## src/rtl/h2s_pkg.sv

```systemverilog
package h2s_pkg;
  localparam int HALF_EXP_W  = 5;
  localparam int HALF_FRAC_W = 10;
  localparam int SGL_EXP_W   = 8;
  localparam int SGL_FRAC_W  = 23;
  localparam int HALF_W      = 1 + HALF_EXP_W + HALF_FRAC_W;
  localparam int SGL_W       = 1 + SGL_EXP_W + SGL_FRAC_W;
  localparam int HALF_BIAS   = (1 << (HALF_EXP_W - 1)) - 1;
  localparam int SGL_BIAS    = (1 << (SGL_EXP_W - 1)) - 1;
  localparam int BIAS_DELTA  = SGL_BIAS - HALF_BIAS;
  localparam int PAD_W       = SGL_FRAC_W - HALF_FRAC_W;
  localparam int LZ_W        = $clog2(HALF_FRAC_W + 1);

  typedef struct packed {
    logic signBit;
    logic zeroSel;
    logic denormSel;
    logic normalSel;
    logic specialSel;
    logic quietSet;
    logic raiseInvalid;
  } cvt_ctrl_t;
endpackage

```

## src/rtl/h2s_classify.sv

```systemverilog
module h2s_classify
  import h2s_pkg::*;
(
  input  logic [HALF_W-1:0] halfIn,
  output cvt_ctrl_t         ctrl
);
  logic [HALF_EXP_W-1:0]  expField;
  logic [HALF_FRAC_W-1:0] fracField;
  logic expZero, expOnes, fracZero, fracTop;

  always_comb begin
    expField  = halfIn[HALF_W-2 -: HALF_EXP_W];
    fracField = halfIn[HALF_FRAC_W-1:0];
    expZero   = (expField == '0);
    expOnes   = (expField == '1);
    fracZero  = (fracField == '0);
    fracTop   = fracField[HALF_FRAC_W-1];

    ctrl.signBit      = halfIn[HALF_W-1];
    ctrl.zeroSel      = expZero && fracZero;
    ctrl.denormSel    = expZero && !fracZero;
    ctrl.normalSel    = !expZero && !expOnes;
    ctrl.specialSel   = expOnes;
    ctrl.quietSet     = expOnes && !fracZero;
    ctrl.raiseInvalid = expOnes && !fracZero && !fracTop;
  end
endmodule

```

## src/rtl/h2s_datapath.sv

```systemverilog
module h2s_datapath
  import h2s_pkg::*;
(
  input  logic [HALF_W-1:0] halfIn,
  input  cvt_ctrl_t         ctrl,
  output logic [SGL_W-1:0]  singleOut
);
  logic [HALF_EXP_W-1:0]  expField;
  logic [HALF_FRAC_W-1:0] fracField;
  logic [LZ_W-1:0]        leadZeros;
  logic [HALF_FRAC_W-1:0] normFrac;
  logic [SGL_EXP_W-1:0]   resExp;
  logic [HALF_FRAC_W-1:0] resFrac;

  // leading-zero count: the highest set bit wins
  always_comb begin
    expField  = halfIn[HALF_W-2 -: HALF_EXP_W];
    fracField = halfIn[HALF_FRAC_W-1:0];
    leadZeros = LZ_W'(HALF_FRAC_W);
    for (int i = 0; i < HALF_FRAC_W; i++) begin
      if (fracField[i]) leadZeros = LZ_W'(HALF_FRAC_W - 1 - i);
    end
    normFrac = fracField << (leadZeros + LZ_W'(1));
  end

  always_comb begin
    resExp  = '0;
    resFrac = '0;
    if (ctrl.normalSel) begin
      resExp  = SGL_EXP_W'(expField) + SGL_EXP_W'(BIAS_DELTA);
      resFrac = fracField;
    end else if (ctrl.denormSel) begin
      resExp  = SGL_EXP_W'(BIAS_DELTA) - SGL_EXP_W'(leadZeros);
      resFrac = normFrac;
    end else if (ctrl.specialSel) begin
      resExp  = '1;
      resFrac = fracField;
      resFrac[HALF_FRAC_W-1] = fracField[HALF_FRAC_W-1] | ctrl.quietSet;
    end
    singleOut = {ctrl.signBit, resExp, resFrac, {PAD_W{1'b0}}};
  end

  // a renormalized denormal lands inside the binary32 window of exponents 103..112
  always_comb begin
    if (ctrl.denormSel) begin
      assert_denorm_window_R3: assert (resExp >= SGL_EXP_W'(BIAS_DELTA - HALF_FRAC_W + 1)
                                       && resExp <= SGL_EXP_W'(BIAS_DELTA));
    end
  end
endmodule

```

## src/rtl/h2s_outstage.sv

```systemverilog
module h2s_outstage
  import h2s_pkg::*;
#(
  parameter bit REG_OUT = 1'b1
) (
  input  logic             clk,
  input  logic             rstN,
  input  logic             inValid,
  input  logic [SGL_W-1:0] resultIn,
  input  logic             invalidIn,
  output logic             outValid,
  output logic [SGL_W-1:0] outSingle,
  output logic             outInvalid
);
  generate
    if (REG_OUT) begin : gen_reg
      always_ff @(posedge clk) begin
        if (!rstN) begin
          outValid   <= 1'b0;
          outSingle  <= '0;
          outInvalid <= 1'b0;
        end else begin
          outValid   <= inValid;
          outInvalid <= inValid && invalidIn;
          if (inValid) outSingle <= resultIn;
        end
      end

      assert_valid_follows_R8: assert property (@(posedge clk) disable iff (!rstN)
        inValid |=> outValid);
      assert_idle_follows_R8: assert property (@(posedge clk) disable iff (!rstN)
        !inValid |=> !outValid);
      assert_hold_when_idle_R9: assert property (@(posedge clk) disable iff (!rstN)
        !inValid |=> ($stable(outSingle) && !outInvalid));
      assert_flag_means_quiet_nan_R6: assert property (@(posedge clk) disable iff (!rstN)
        outInvalid |-> (outValid && outSingle[SGL_W-2 -: SGL_EXP_W] == '1
                        && outSingle[SGL_FRAC_W-1]));
    end else begin : gen_comb
      always_comb begin
        outValid   = inValid;
        outSingle  = resultIn;
        outInvalid = inValid && invalidIn;
      end
    end
  endgenerate
endmodule

```

## src/rtl/half_to_single_cvt.sv

```systemverilog
module half_to_single_cvt
  import h2s_pkg::*;
#(
  parameter bit REG_OUT = 1'b1
) (
  input  logic        clk,
  input  logic        rstN,
  input  logic        inValid,
  input  logic [15:0] inHalf,
  output logic        outValid,
  output logic [31:0] outSingle,
  output logic        outInvalid
);
  cvt_ctrl_t        ctrl;
  logic [SGL_W-1:0] result;

  h2s_classify u_classify (
    .halfIn (inHalf),
    .ctrl   (ctrl)
  );

  h2s_datapath u_datapath (
    .halfIn    (inHalf),
    .ctrl      (ctrl),
    .singleOut (result)
  );

  h2s_outstage #(.REG_OUT(REG_OUT)) u_outstage (
    .clk        (clk),
    .rstN       (rstN),
    .inValid    (inValid),
    .resultIn   (result),
    .invalidIn  (ctrl.raiseInvalid),
    .outValid   (outValid),
    .outSingle  (outSingle),
    .outInvalid (outInvalid)
  );
endmodule

```

## config.mk

```make
export PLATFORM = sky130hd
export DESIGN_NAME = half_to_single_cvt
export DESIGN_NICKNAME = d
export VERILOG_FILES = /design/src/rtl/h2s_pkg.sv /design/src/rtl/h2s_classify.sv /design/src/rtl/h2s_datapath.sv /design/src/rtl/h2s_outstage.sv /design/src/rtl/half_to_single_cvt.sv
export SDC_FILE = /design/constraint.sdc
export NUM_CORES = 1
export LEC_CHECK = 0
export BUFFER_PORTS_ARGS = -buffer_cell sky130_fd_sc_hd__buf_2
export CAP_MARGIN = 0
export CORE_MARGIN = 3
export CORE_UTILIZATION = 35
export CTS_CLUSTER_DIAMETER = 60
export DETAILED_ROUTE_END_ITERATION = 8
export PLACE_DENSITY_LB_ADDON = 0.05
export SLEW_MARGIN = 5
export SYNTH_ARGS = -nofsm -noshare
export SYNTH_HDL_FRONTEND = slang
export SYNTH_SLANG_ARGS = --single-unit
```

## constraint.sdc

```tcl
create_clock -name clk -period 2.8 [get_ports clk]
set_input_delay 0.56 -clock clk [delete_from_list [all_inputs] [get_ports clk]]
set_output_delay 0.56 -clock clk [all_outputs]
set_load 0.005 [all_outputs]
```

# Word-level counts from Yosys, hierarchy flattened
# Cells that the tools add are included.
# word_totals
ff_bits	21
in_bits	19
output_inout_bits	34
# classes
n_addsub	3
n_eq_ne	1
shift	1
n_mux	16
n_bitwise	1
reduce_logical	11
# ops
operator	n
4-bit 2-to-1 mux	8
10-bit 2-to-1 mux	3
8-bit 2-to-1 mux	3
10-bit zero test	1
10-bit by 4-bit << shifter with 10-bit output	1
5-bit by 7-bit adder with 8-bit output, second input constant	1
7-bit by 4-bit subtractor with 8-bit output, first input constant	1
5-bit equality test, second input constant	1
1-bit logical AND	5
5-bit zero test	1
4-bit by 1-bit adder with 4-bit output, second input constant	1
1-bit zero test	4
2-bit 2-to-1 mux	2
1-bit OR	1

# Longest topological paths before layout
# depth
word_depth	14
ltp_mapped	12
ltp_nobuf	10

# By module
# Synthesis repeated with hierarchy kept, for this count alone.
# hier_totals
hier_cells	297
hier_area_um2	2494.9
# by_module_without_submodules
mod	n_inst	cells_per_inst	area_per_inst_um2	seq_area_each_um2
h2s_outstage	1	107	1296.2	680.7
h2s_datapath	1	174	1092.3	0.0
h2s_classify	1	16	106.4	0.0

# Worst setup path before layout
# Ideal clock, no wire load.
# synth_path
path_kind	in2reg
startpoint	input inHalf[5]
endpoint	register u_outstage.outSingle[22]
t_arrival_ps	2868
slack_ps	-186
cell_stages	10
path_buffers	1
path_cell_list	buf_6 -> nor4_2 -> o21ai_0 -> and2_1 -> inv_1 -> ha_1 -> xor2_4 -> mux4_1 -> and2_1 -> o221a_1
# synth_via
elab_chain_cells	9
# synth_rtl
item	line_no	rtl
start, declared	half_to_single_cvt.sv:9	input logic [15:0] inHalf,
4-bit 2-to-1 mux (5 in a row)	h2s_datapath.sv:21	if (fracField[i]) leadZeros = LZ_W'(HALF_FRAC_W - 1 - i);
4-bit by 1-bit adder with 4-bit output	h2s_datapath.sv:23	normFrac = fracField << (leadZeros + LZ_W'(1));
10-bit by 4-bit << shifter with 10-bit output	h2s_datapath.sv:23	
10-bit 2-to-1 mux (*)	h2s_datapath.sv:32	end else if (ctrl.denormSel) begin
10-bit 2-to-1 mux (*)	h2s_datapath.sv:29	if (ctrl.normalSel) begin
end signal, assigned	h2s_outstage.sv:25	if (inValid) outSingle <= resultIn;
end, declared	h2s_outstage.sv:12	output logic [SGL_W-1:0] outSingle,
# Mark *: on every way between the ends. The rest lies on a longest branch, timed or not.
# A chain may end at the register's enable or synchronous reset.

# Worst setup path after layout
# layout_path
startpoint	input inHalf[5]
endpoint	register u_outstage.outSingle[15]
# The elaborated chain is that of the path after synthesis.

==> impl_results.md <==
- Number of synthesized register bits: 20
- Max incr delay on CP: 0.44 ns
- # hold bufs at CTS: 0
- Top-area cell type share of the netlist area: 0.245
- Crit path from: inHalf[5]
- Static Leakage: between 0.8 and 0.9 nW
- Via count of the first global-routing pass: 1502
- Post-Synth Adder-Cell Area: 0.0153
- Detail Route Antenna Nets: 0
- GRT Overall Usage: 0.169
- FF-to-FF path depth: 2
- Die Span X: 74.3 um
- # diodes: 0
- Critical path cell sequence: buf_2 > nand2b_1 > a211o_1 > and2_1 > ha_1 > nand3_1 > o21a_1 > o221ai_1 > or3_2 > a31oi_1
- WL final: between 4000 and 5000 um
- Critical path class: input pin to flip-flop
- Die ar.: roughly 5500 sq um
- Final Net Count: ~280
- Sum Neg Setup Slack: 0 ns
- IO Port Bufs: 39
- Global-route wire length before repair: around 7200 um
- Vias: around 1600
- Main combinational cell family by area after synthesis: compound AO/OA/AOI/OAI gates
- Commonest non-fill, non-tap cell in the layout: buf_2
- Slowest-stage cell, CP: or3_2
- Pin count of the biggest net entering global routing: 35
- PostCTS Resize Cnt: 0
- Fraction of synthesis flops using an asynchronous set or reset pin: 0
- TritonCTS buffer count: 3
- Reg2reg end: u_outstage.outSingle[17]
- Slew HR: 0.640
- EDFF count, synth: 0
- Clock skew: 0 ns
- Cell variety after synth: 53
- Share of post-route cells with drive strength above 1: 0.304
- Initial antenna violation count: 0
- Post-route DRC: 0
- Wire length per cell: about 15 um
- RSZ-0062 raised after global routing: no
- Fin crit share: 0.903
- Top FF cell, synth: dfxtp_1
- Register area share after synthesis: 0.245
- Status: finished, final reports clean
- Die Y: 74.3 um
- Largest area contributor in the netlist: dfxtp_1
- CTS tree: done
- CP delay by family, top: simple AND/OR/NAND/NOR gates
- WP buf/inv: 1
- Hold Startpoint: u_outstage.outSingle[30]
- Crit path launch type: input pin
- Ports: 53
- Worst flop-to-flop path startpoint: u_outstage.outSingle[17]
- FP Rows: 24
- Hold WS: roughly 0.52 ns
- Grt ovf: 0
- CTS sink count: 20
- Via/cell ratio: 5.29
- Area Growth Syn to Fin: 21.4%
- Final Max Slew Viols: 0
- Commonest non-fill, non-tap cells in the layout: 39 x buf_2, 23 x buf_4, 21 x a21oi_1
- Synth Area in Compound Gates: 0.280
- Arr. time, crit path: roughly 2.7 ns
- Htree depth: 1
- Pre-antenna DRT Iters: 4
- Initial Utilization: 0.368
- Simple-Gate Fraction of Synth Area: 0.237
- Core ar.: about 4400 sq um
- Longest Clk Path Bufs: 2
- Peak VDD IR: 0.221 mV
- CP Capture Type: flip-flop
- Mapped Cells: 212
- Top post-synthesis cells by area: dfxtp_1 25%, buf_4 8.3%, a21oi_1 6.4%, o21ai_0 6.1%, nand2_1 3.9%
- Required time of the critical path: about 3.0 ns
- Max Clk Rate: a little under 0.4 GHz
- Max-cap violations: 0
- Power Density: 394 nW/um^2
- Mean area per synthesized cell: ~7.7 sq um
- Post-CTS Setup Inserts: 0
- CP Capture Point: u_outstage.outSingle[15]
- Hold crit path type: flip-flop to flip-flop
- Clock Pin Slew Worst Setup and Hold Paths: ~0.08 ns
- Crit. path cell count: 10
- Final min period: 2.53 ns
- Portion of netlist area occupied by mux cells: 0.0567
- XOR/XNOR Fraction of Synth Area: 0.0222
- Synth Cell Area: approximately 1600 sq um
- Worst R2R Setup Slack: between 2 and 2.5 ns
- Crit-path max FO: 8
- HPWL after DPL: approximately 3600 um
- GP Congestion: a little over 0.8
- Clk Latency, worst-skew pair: between 0.2 and 0.3 ns
- Least-Margin Pin Slew: approximately 0.54 ns
- Count of final setup violators: 0
- YS warnings: 0
- CTS Root Cell: clkbuf_8
- Final hold vios: 0
- Drt initial violations: between 90 and 100
[worst register-to-register path: stages, from the launching register on]
cell and delay [ns]:
dfxtp_1 0.31, o21ai_0 0.18, a31oi_1 0.06
[sequential cells by signal, summed over array words and instances, names as in the netlist]
| signal | cells |
|---|---|
| u_outstage.outValid | 1 |
| u_outstage.outSingle | 18 |
| u_outstage.outInvalid | 1 |
[cell type report]
class / instances / area, sq um
fill: 480 / 2460
multi-input combinational: 168 / 1070
sequential: 20 / 400
timing repair buffer: 62 / 368
tap: 52 / 65.1
clock buffer: 4 / 55.1
inverter: 6 / 22.5
[cell usage after synthesis, drive strengths merged, types with 3 or more instances]
cell / count
o22ai: 3
inv: 6
a211oi: 4
nor3: 6
a211o: 4
or3: 3
nor2: 13
mux2i: 4
buf: 25
a31oi: 7
dfxtp: 20
nor2b: 8
clkbuf: 5
nand4: 3
a21oi: 22
o21ai: 21
nand2b: 3
and2: 6
nand3: 4
nand2: 17
[power breakdown]
part / internal (mW) / leakage (nW) / switching, mW
registers: 0.303 / 0.166 / 0.00815
clock network: 0.125 / 0.0288 / 0.0991
logic: 0.110 / 0.693 / 0.135
[stage by stage]
step           total power [mW]   util  cell area, sq um  setup slack, ns  std cells
2_1_floorplan             0.486      -              1700          0.00606        224
3_3_place_gp              0.564  0.434              1930           0.0528        308
3_5_place_dp              0.563  0.434              1930           0.0229        308
4_1_cts                   0.793  0.446              1980            0.290        312
5_1_grt                   0.831  0.446              1980            0.129        312
6_report                  0.781  0.446              1980            0.273        312
[how the worst min path moves through the flow]
stage | cells after the start | slack [ns] | to
floorplan | 2 | 0.51 | u_outstage.outSingle[30]
global placement | 2 | 0.49 | u_outstage.outSingle[30]
detailed placement | 2 | 0.50 | u_outstage.outSingle[30]
CTS | 2 | 0.52 | u_outstage.outSingle[30]
global route | 2 | 0.55 | u_outstage.outSingle[30]
finish | 2 | 0.52 | u_outstage.outSingle[30]
[per-layer routing]
layer | track usage | part of all wire
met5 | 0 | 0
met1 | 0.238 | 0.47
met4 | 0.0296 | 0.0085
met3 | 0.0297 | 0.038
met2 | 0.275 | 0.48
[cells by family (layout without fill, tap and decap cells)]
kind of cell / after synthesis / after routing
adders and majority gates: 2 / 2
buffers and inverters: 36 / 72
DFF: 20 / 20
AOI/OAI and AO/OA: 73 / 73
muxes: 7 / 7
other: 1 / 13
and+or+nand+nor: 71 / 71
xor gates and xnor gates: 2 / 2
Note: power is estimated with default switching activity, not from simulation.
